[src/rtl/mem_sleep_ctrl.sv]
module mem_sleep_ctrl #(
  parameter int STEP_TMO = 64
) (
  input  logic clk,
  input  logic rst_n,
  input  logic sw_sleep,
  input  logic ext_sleep,
  input  logic ext_sleep_dis,
  input  logic array_idle,
  input  logic acc_req,
  input  logic sense_done,
  input  logic vreg_done,
  input  logic osc_done,
  output logic sense_en,
  output logic vreg_en,
  output logic osc_en,
  output logic sleep_mode,
  output logic busy,
  output logic retry,
  output logic ramp_err
);
  localparam int TW = $clog2(STEP_TMO + 1);

  typedef enum logic [2:0] {
    S_READ, S_SA_OFF, S_VR_DN, S_OSC_OFF, S_SLEEP, S_OSC_ON, S_VR_UP, S_SA_ON
  } state_t;

  state_t st, st_nxt;
  logic ext_s1, ext_s2, ext_s3, sw_q, src_sw;
  logic [TW-1:0] tcnt;
  logic ramp, step_done, ext_fall, sw_fall, go_sleep;

  assign ext_fall = ext_s3 & ~ext_s2;
  assign sw_fall  = sw_q & ~sw_sleep;
  assign go_sleep = array_idle & (sw_sleep | (ext_s2 & ~ext_sleep_dis));
  assign ramp     = (st != S_READ) && (st != S_SLEEP);

  always_comb begin
    case (st)
      S_SA_OFF, S_SA_ON:  step_done = sense_done;
      S_VR_DN, S_VR_UP:   step_done = vreg_done;
      S_OSC_OFF, S_OSC_ON: step_done = osc_done;
      default:            step_done = 1'b0;
    endcase
  end

  always_comb begin
    st_nxt = st;
    case (st)
      S_READ:    if (go_sleep) st_nxt = S_SA_OFF;
      S_SA_OFF:  if (step_done) st_nxt = S_VR_DN;
      S_VR_DN:   if (step_done) st_nxt = S_OSC_OFF;
      S_OSC_OFF: if (step_done) st_nxt = S_SLEEP;
      S_SLEEP:   if (src_sw ? sw_fall : ext_fall) st_nxt = S_OSC_ON;
      S_OSC_ON:  if (step_done) st_nxt = S_VR_UP;
      S_VR_UP:   if (step_done) st_nxt = S_SA_ON;
      S_SA_ON:   if (step_done) st_nxt = S_READ;
      default:   st_nxt = S_READ;
    endcase
  end

  always_ff @(posedge clk or negedge rst_n) begin
    if (!rst_n) begin
      st       <= S_READ;
      ext_s1   <= 1'b0;
      ext_s2   <= 1'b0;
      ext_s3   <= 1'b0;
      sw_q     <= 1'b0;
      src_sw   <= 1'b0;
      tcnt     <= '0;
      ramp_err <= 1'b0;
    end else begin
      ext_s1 <= ext_sleep;
      ext_s2 <= ext_s1;
      ext_s3 <= ext_s2;
      sw_q   <= sw_sleep;
      st     <= st_nxt;
      if (st == S_READ && go_sleep) src_sw <= sw_sleep;
      if (!ramp || step_done) tcnt <= '0;
      else if (tcnt != TW'(STEP_TMO)) tcnt <= tcnt + 1'b1;
      if (ramp && !step_done && tcnt == TW'(STEP_TMO - 1)) ramp_err <= 1'b1;
    end
  end

  assign sense_en   = (st == S_READ) || (st == S_SA_ON);
  assign vreg_en    = (st == S_READ) || (st == S_SA_OFF) || (st == S_VR_UP) || (st == S_SA_ON);
  assign osc_en     = (st != S_OSC_OFF) && (st != S_SLEEP);
  assign sleep_mode = (st == S_SLEEP);
  assign busy       = (st != S_READ);
  assign retry      = acc_req & busy;


  idle_gate_chk: assert property (@(posedge clk) disable iff (!rst_n)
    (st == S_READ && !array_idle) |=> st == S_READ);

  vreg_down_order_chk: assert property (@(posedge clk) disable iff (!rst_n)
    $fell(vreg_en) |-> !sense_en);

  osc_down_order_chk: assert property (@(posedge clk) disable iff (!rst_n)
    $fell(osc_en) |-> !sense_en && !vreg_en);

  sleep_all_off_chk: assert property (@(posedge clk) disable iff (!rst_n)
    sleep_mode |-> !sense_en && !vreg_en && !osc_en);

  vreg_up_order_chk: assert property (@(posedge clk) disable iff (!rst_n)
    $rose(vreg_en) |-> osc_en);

  sense_up_order_chk: assert property (@(posedge clk) disable iff (!rst_n)
    $rose(sense_en) |-> osc_en && vreg_en);

  ready_all_on_chk: assert property (@(posedge clk) disable iff (!rst_n)
    !busy |-> sense_en && vreg_en && osc_en);

  sleep_retry_chk: assert property (@(posedge clk) disable iff (!rst_n)
    (acc_req && sleep_mode) |-> retry);

  err_sticky_chk: assert property (@(posedge clk) disable iff (!rst_n)
    ramp_err |=> ramp_err);
endmodule

[config.mk]
export PLATFORM = sky130hd
export DESIGN_NAME = mem_sleep_ctrl
export DESIGN_NICKNAME = d
export VERILOG_FILES = /design/src/rtl/mem_sleep_ctrl.sv
export SDC_FILE = /design/constraint.sdc
export NUM_CORES = 1
export LEC_CHECK = 0
export CORE_MARGIN = 10
export CORE_UTILIZATION = 55
export CTS_BUF_LIST = sky130_fd_sc_hd__clkbuf_8
export CTS_CLUSTER_DIAMETER = 40
export CTS_CLUSTER_SIZE = 25
export DETAILED_ROUTE_END_ITERATION = 6
export HOLD_SLACK_MARGIN = 0.02
export PLACE_DENSITY = 0.88
export SYNTH_ARGS = -nofsm -noshare
export SYNTH_HDL_FRONTEND = slang
export SYNTH_SLANG_ARGS = --single-unit
[constraint.sdc]
create_clock -name clk -period 2.87 [get_ports clk]
set_input_delay 0.4305 -clock clk [delete_from_list [all_inputs] [get_ports clk]]
set_output_delay 0.4305 -clock clk [all_outputs]
set_load 0.005 [all_outputs]
==> results of run 1 <==
==> cell families (layout without fill, tap and decap cells) <==
family | after synthesis | in the layout | share of synthesized area
AO/OA/AOI/OAI | 11 | 11 | 0.111
multiplexers | 5 | 5 | 0.0622
buffers and inverters | 9 | 27 | 0.0528
AND/OR/NAND/NOR | 35 | 35 | 0.189
adder cells (fa/ha/maj) | 7 | 7 | 0.0947
XOR/XNOR | 6 | 6 | 0.0568
flip-flops | 16 | 16 | 0.433
==> worst max-delay path: cells and delay by family (launching register included) <==
family	cells	cell delay, ns
buffers and inverters	3	0.70
and+or+nand+nor	2	0.36
DFF	1	0.37
adders and majority gates	1	0.26
==> worst max-delay path by stage <==
stage                     slack (ns)        to  startpoint
after floorplan                 1.08     st[1]       st[2]
after global placement          0.69     st[1]  sense_done
after detailed placement        0.67  ramp_err  sense_done
after CTS                       0.49     retry       st[0]
after global routing            0.38     retry       st[0]
final                           0.50     retry       st[0]
==> cell type report <==
cell class | count | area, µm² | share of cell area
Clock buffer | 4 | 55.1 | 0.0484
Tap cell | 16 | 20.0 | 0.0176
Sequential cell | 16 | 400 | 0.352
Timing Repair Buffer | 16 | 160 | 0.141
Multi-Input combinational cell | 64 | 475 | 0.418
Inverter | 7 | 26.3 | 0.0231
==> per-stage QoR <==
| stage | setup slack (ns) | cells | power [µW] | area, µm² |
|---|---|---|---|---|
| after CTS | 0.491 | 123 | 1030 | 1140 |
| final | 0.504 | 123 | 1020 | 1140 |
| after global routing | 0.376 | 123 | 1110 | 1140 |
| after global placement | 0.689 | 119 | 813 | 1080 |
| after detailed placement | 0.668 | 119 | 830 | 1080 |
| after floorplan | 1.08 | 89 | 694 | 925 |
==> power by group <==
part	switching [µW]	internal [µW]
sequential	51.7	276
clock	73.4	121
combinational	240	254
total	365	651
==> synth_stat cells (2+ instances only) <==
library cell	number	area share
dfrtp_1	16	0.43
nor2_1	12	0.049
ha_1	7	0.095
inv_1	7	0.028
nand2_1	6	0.024
nand3_1	6	0.032
xnor2_1	3	0.028
xor2_1	3	0.028
and2b_2	2	0.019
buf_6	2	0.024
mux2_2	2	0.024
mux2i_1	2	0.022
nor3_1	2	0.011
o21ai_0	2	0.011
==> sequential cells by signal, summed over array words and instances, names as in the netlist <==
name	flops
ext_s1	1
ext_s2	1
ext_s3	1
ramp_err	1
src_sw	1
st	3
sw_q	1
tcnt	7
==> metal layers <==
metal,up-vias,global-route usage,share of wire
met5,-,0,0
met4,0,0.0313,0.0042
met3,2,0.0355,0.079
met2,14,0.163,0.45
met1,327,0.123,0.46
li1,337,-,-
==> results.sh, run 1 <==
export IMPL_status="complete, no violations"
export IMPL_fill_cells=115
export IMPL_slew_headroom=0.532
export IMPL_drive_above_1_share=0.121
export IMPL_crit_top_cell="inv_1"
export IMPL_firstDrtPassIters=4
export IMPL_timing_fmax_mhz=423
export IMPL_coreArea_mm2=0.00154
export IMPL_wl_per_cell_um=13.6
export IMPL_setup_worst_path_end_class="primary output"
export IMPL_synth_edf_count=0
export IMPL_finalCritPeriodShare=0.825
export IMPL_pin_count=17
export IMPL_cts_made_buffers=3
export IMPL_ys_seq_area_frac=0.433
export IMPL_avgSynthCellArea_um2=10.4
export IMPL_grt_remaining_overflow=0
export IMPL_ys_ff_latch=16
export IMPL_whs_path_depth=0
export IMPL_vdd_drop_max_mv=0.530
export IMPL_r2r_end="ramp_err"
export IMPL_postRouteAntennaNets=0
export IMPL_viasPerCell=5.53
export IMPL_die_width_um=61
export IMPL_grt_max_degree=17
export IMPL_drt_total_wl_mm=1.67
export IMPL_cts_path_max_buffers=2
export IMPL_nNetsFinal=125
export IMPL_row_count=14
export IMPL_h_tree_depth=1
export IMPL_place_gp_congestion=0.825
export IMPL_drt_iter0_drc=17
export IMPL_p_leak_uw=0.000508
export IMPL_worstSetupPathType="register to primary output"
export IMPL_grt_pass1_vias=702
export IMPL_initial_core_util=0.600
export IMPL_vias=680
export IMPL_grt_usage=0.101
export IMPL_powerDensity_mw_per_mm2=894
export IMPL_insertedDiodeCount=0
export IMPL_post_cts_resized=0
export IMPL_drc_errors=0
export IMPL_drv_slew=0
export IMPL_clk_latency_ns=0.24
export IMPL_critPathLaunchType="register"
export IMPL_period_minus_slack_ns=2.37
export IMPL_ctsHoldBuffers=0
export IMPL_grt_antenna_before_repair=0
export IMPL_synthCells=89
export IMPL_timing_hold_ws_ns=0.347
export IMPL_netlist_area_um2=925
export IMPL_grt_pass1_wl_mm=2.99
export IMPL_arrival_ns=1.94
export IMPL_skew_ns=0.00286
export IMPL_min_delay_worst_endpoint="ext_s2"
export IMPL_final_cell_mix="16 x dfrtp_1, 16 x clkdlybuf4s50_1, 12 x nor2_1"
export IMPL_path_max_fanout=5
export IMPL_hp_start="ext_s1"
export IMPL_clk_pin_slew_worst_paths_ns=0.06
export IMPL_crit_slowest_cell="clkdlybuf4s50_1"
export IMPL_rsz0062_at_grt="false"
export IMPL_synthArstFlopShare=1.00
export IMPL_worstPathRequired_ns=2.44
export IMPL_slowest_delay_ns=0.50
export IMPL_die_h_um=61
export IMPL_final_util=0.738
export IMPL_hold_path_class="register to register"
export IMPL_cts_root_buf="clkbuf_8"
export IMPL_cts_tree="built"
export IMPL_worstReg2RegStart="st[2]"
export IMPL_yosys_warnings=0
export IMPL_path_cells="inv_1 > ha_1 > and2b_2 > inv_1 > and2_1 > clkdlybuf4s50_1"
export IMPL_area_delta_synth_final_pct=23.0
export IMPL_postCtsSetupRepairBufs=0
export IMPL_rr_worst_depth=5
export IMPL_hold_viol_final=0
export IMPL_tightest_slew_ns=0.699
export IMPL_netlist_cell_type_count=31
export IMPL_port_buffers=16
export IMPL_reg2reg_slack_ns=0.97
export IMPL_synth_flop_cell="dfrtp_1"
export IMPL_dieArea_mm2=0.00372
export IMPL_finalSetupTns_ns=0
export IMPL_setup_viol=0
export IMPL_maxCapViolCount=0
export IMPL_syn_nets=106
export IMPL_cts_num_sinks=16
export IMPL_dp_hpwl_mm=1.34
Note: power is estimated with default switching activity, not from simulation.
==> run 2, diff against run 1 <==
--- a/config.mk
+++ b/config.mk
@@ -6,13 +6,13 @@
 export NUM_CORES = 1
 export LEC_CHECK = 0
 export CORE_MARGIN = 10
-export CORE_UTILIZATION = 55
+export CORE_UTILIZATION = 48
 export CTS_BUF_LIST = sky130_fd_sc_hd__clkbuf_8
 export CTS_CLUSTER_DIAMETER = 40
 export CTS_CLUSTER_SIZE = 25
 export DETAILED_ROUTE_END_ITERATION = 6
 export HOLD_SLACK_MARGIN = 0.02
-export PLACE_DENSITY = 0.88
+export PLACE_DENSITY = 0.82
 export SYNTH_ARGS = -nofsm -noshare
 export SYNTH_HDL_FRONTEND = slang
 export SYNTH_SLANG_ARGS = --single-unit
==> constraint.sdc (replaced) <==
create_clock -name clk -period 2.1 [get_ports clk]
set_input_delay 0.315 -clock clk [delete_from_list [all_inputs] [get_ports clk]]
set_output_delay 0.315 -clock clk [all_outputs]
set_load 0.005 [all_outputs]
==> run 2 against run 1 <==
Effect of this change:
- via count is 2.8% higher
- clock skew is 0.00075 ns higher
- final cell count is 12% higher
- sequential share of layout area is 1.9 points lower
- utilization is 6.4 points lower
- clock power is 35% higher
- global-route usage is 1.1 points lower
==> results.sh, run 2 (synthesis results as in run 1) <==
export IMPL_powerDensity_mw_per_mm2=1270
export IMPL_insertedDiodeCount=0
export IMPL_largest_reg_flops=7
export IMPL_p_int_uw=977
export IMPL_status="complete, no violations"
export IMPL_die_h_um=63.9
export IMPL_wl_per_cell_um=13.2
export IMPL_dp_hpwl_mm=1.44
export IMPL_drive_above_1_share=0.230
export IMPL_final_util=0.674
export IMPL_worstReg2RegStart="st[2]"
export IMPL_finalSetupTns_ns=0
export IMPL_finalCritPeriodShare=0.959
export IMPL_cts_root_buf="clkbuf_8"
export IMPL_arrival_ns=1.70
export IMPL_viasPerCell=5.07
export IMPL_cp_startpoint="st[1]"
export IMPL_skew_ns=0.00360
export IMPL_cts_made_buffers=3
export IMPL_hp_start="ext_s1"
export IMPL_maxCapViolCount=0
export IMPL_dp_slack_ns=0.0653
export IMPL_pwr_share_comb=0.536
export IMPL_clk_latency_ns=0.24
export IMPL_cts_path_max_buffers=2
export IMPL_cts_tree="built"
export IMPL_drt_iter0_drc=17
export IMPL_postRouteAntennaNets=0
export IMPL_die_width_um=63.9
export IMPL_worstPathRequired_ns=1.78
export IMPL_critPathLaunchType="register"
export IMPL_path_max_fanout=4
export IMPL_place_gp_congestion=0.776
export IMPL_pwr_share_seq=0.291
export IMPL_grt_max_degree=17
export IMPL_setup_viol=0
export IMPL_grt_antenna_before_repair=0
export IMPL_vdd_drop_max_mv=0.662
export IMPL_grt_pass1_wl_mm=3.14
export IMPL_setup_worst_path_end_class="primary output"
export IMPL_area_delta_synth_final_pct=29.9
export IMPL_placed_area_mm2=0.00112
export IMPL_firstDrtPassIters=4
export IMPL_swShare=0.359
export IMPL_final_cell_mix="16 x dfrtp_1, 14 x clkdlybuf4s50_1, 12 x nor2_1"
export IMPL_grt_pass1_vias=724
export IMPL_reg_largest_list="tcnt (7), st (3)"
export IMPL_drc_errors=0
export IMPL_pin_count=17
export IMPL_final_common_cell="dfrtp_1"
export IMPL_row_count=15
export IMPL_clk_pin_slew_worst_paths_ns=0.06
export IMPL_clockPowerShare=0.173
export IMPL_dieArea_mm2=0.00408
export IMPL_slew_headroom=0.559
export IMPL_port_buffers=16
export IMPL_p_sw_uw=547
export IMPL_vias=699
export IMPL_tightest_slew_ns=0.659
export IMPL_worstSetupPathType="register to primary output"
export IMPL_hold_viol_final=0
export IMPL_grt_remaining_overflow=0
export IMPL_setup_ws_ns=0.0865
export IMPL_period_minus_slack_ns=2.01
export IMPL_initial_core_util=0.519
export IMPL_dp_cells=131
export IMPL_h_tree_depth=1
export IMPL_rsz0062_at_grt="false"
export IMPL_final_cell_count_no_fill=138
export IMPL_timing_fmax_mhz=497
export IMPL_postLayoutCellArea_mm2=0.00120
export IMPL_coreArea_mm2=0.00178
export IMPL_drv_slew=0
export IMPL_largest_register="tcnt"
export IMPL_drt_total_wl_mm=1.83
export IMPL_p_leak_uw=0.000531
export IMPL_cts_num_sinks=16
export IMPL_grt_usage=0.0902
export IMPL_hold_path_class="register to register"
export IMPL_nNetsFinal=131
## run 2: final cells by class
type / count / area (µm²)
fillers: 145 / 582
flip-flops and latches: 16 / 400
clock buffers: 4 / 55.1
well taps: 25 / 31.3
inverters: 7 / 26.3
multi-input cells: 64 / 485
repair buffers: 22 / 203
## run 2: critical path, cell delays in order, from the launching register on
cell	delay (ns)
dfrtp_1	0.41
inv_2	0.09
ha_2	0.18
and2b_2	0.17
inv_2	0.05
nand3_1	0.05
clkdlybuf4s50_1	0.50
## run 2: metrics by stage
stage                     power [µW]  hold WS, ns
final                           1520        0.350
after global placement          1180        0.333
after CTS                       1510        0.353
after detailed placement        1220        0.339
after global routing            1650        0.358
after floorplan                  949       0.0194
## run 2: final timing paths
| kind | depth (start not counted) | to | slack, ns |
|---|---|---|---|
| min in group asynchronous | 1 | st[1] | 0.48 |
| max in group asynchronous | 1 | tcnt[4] | 1.20 |
| hold reg to reg | 0 | ext_s2 | 0.35 |
| setup reg to reg | 5 | st[1] | 0.26 |
| setup / recovery | 6 | vreg_en | 0.09 |
| hold / removal | 0 | ext_s2 | 0.35 |
## run 2: timing repair
item / 4_1_cts / 5_1_grt
pin swaps: 0 / 0
hold buffers: 0 / 0
gates cloned: 0 / 0
setup endpoints to repair: 5 / 2
buffers inserted: 2 / 1
gates resized for setup: 5 / 4
## run 2: power groups by stage
stage,Sequential [µW],Combinational [µW],Clock [µW]
detailed placement,450,768,0
finish,444,817,263
global route,450,918,281
floorplan,426,523,0
global placement,447,737,0
CTS,438,799,273
## run 2: per-layer routing
metal	vias up	routed length, µm	track usage
met5	-	0	0
met3	0	108	0.0348
met1	336	776	0.101
met2	16	939	0.155
li1	347	-	-
met4	0	0	0.0246
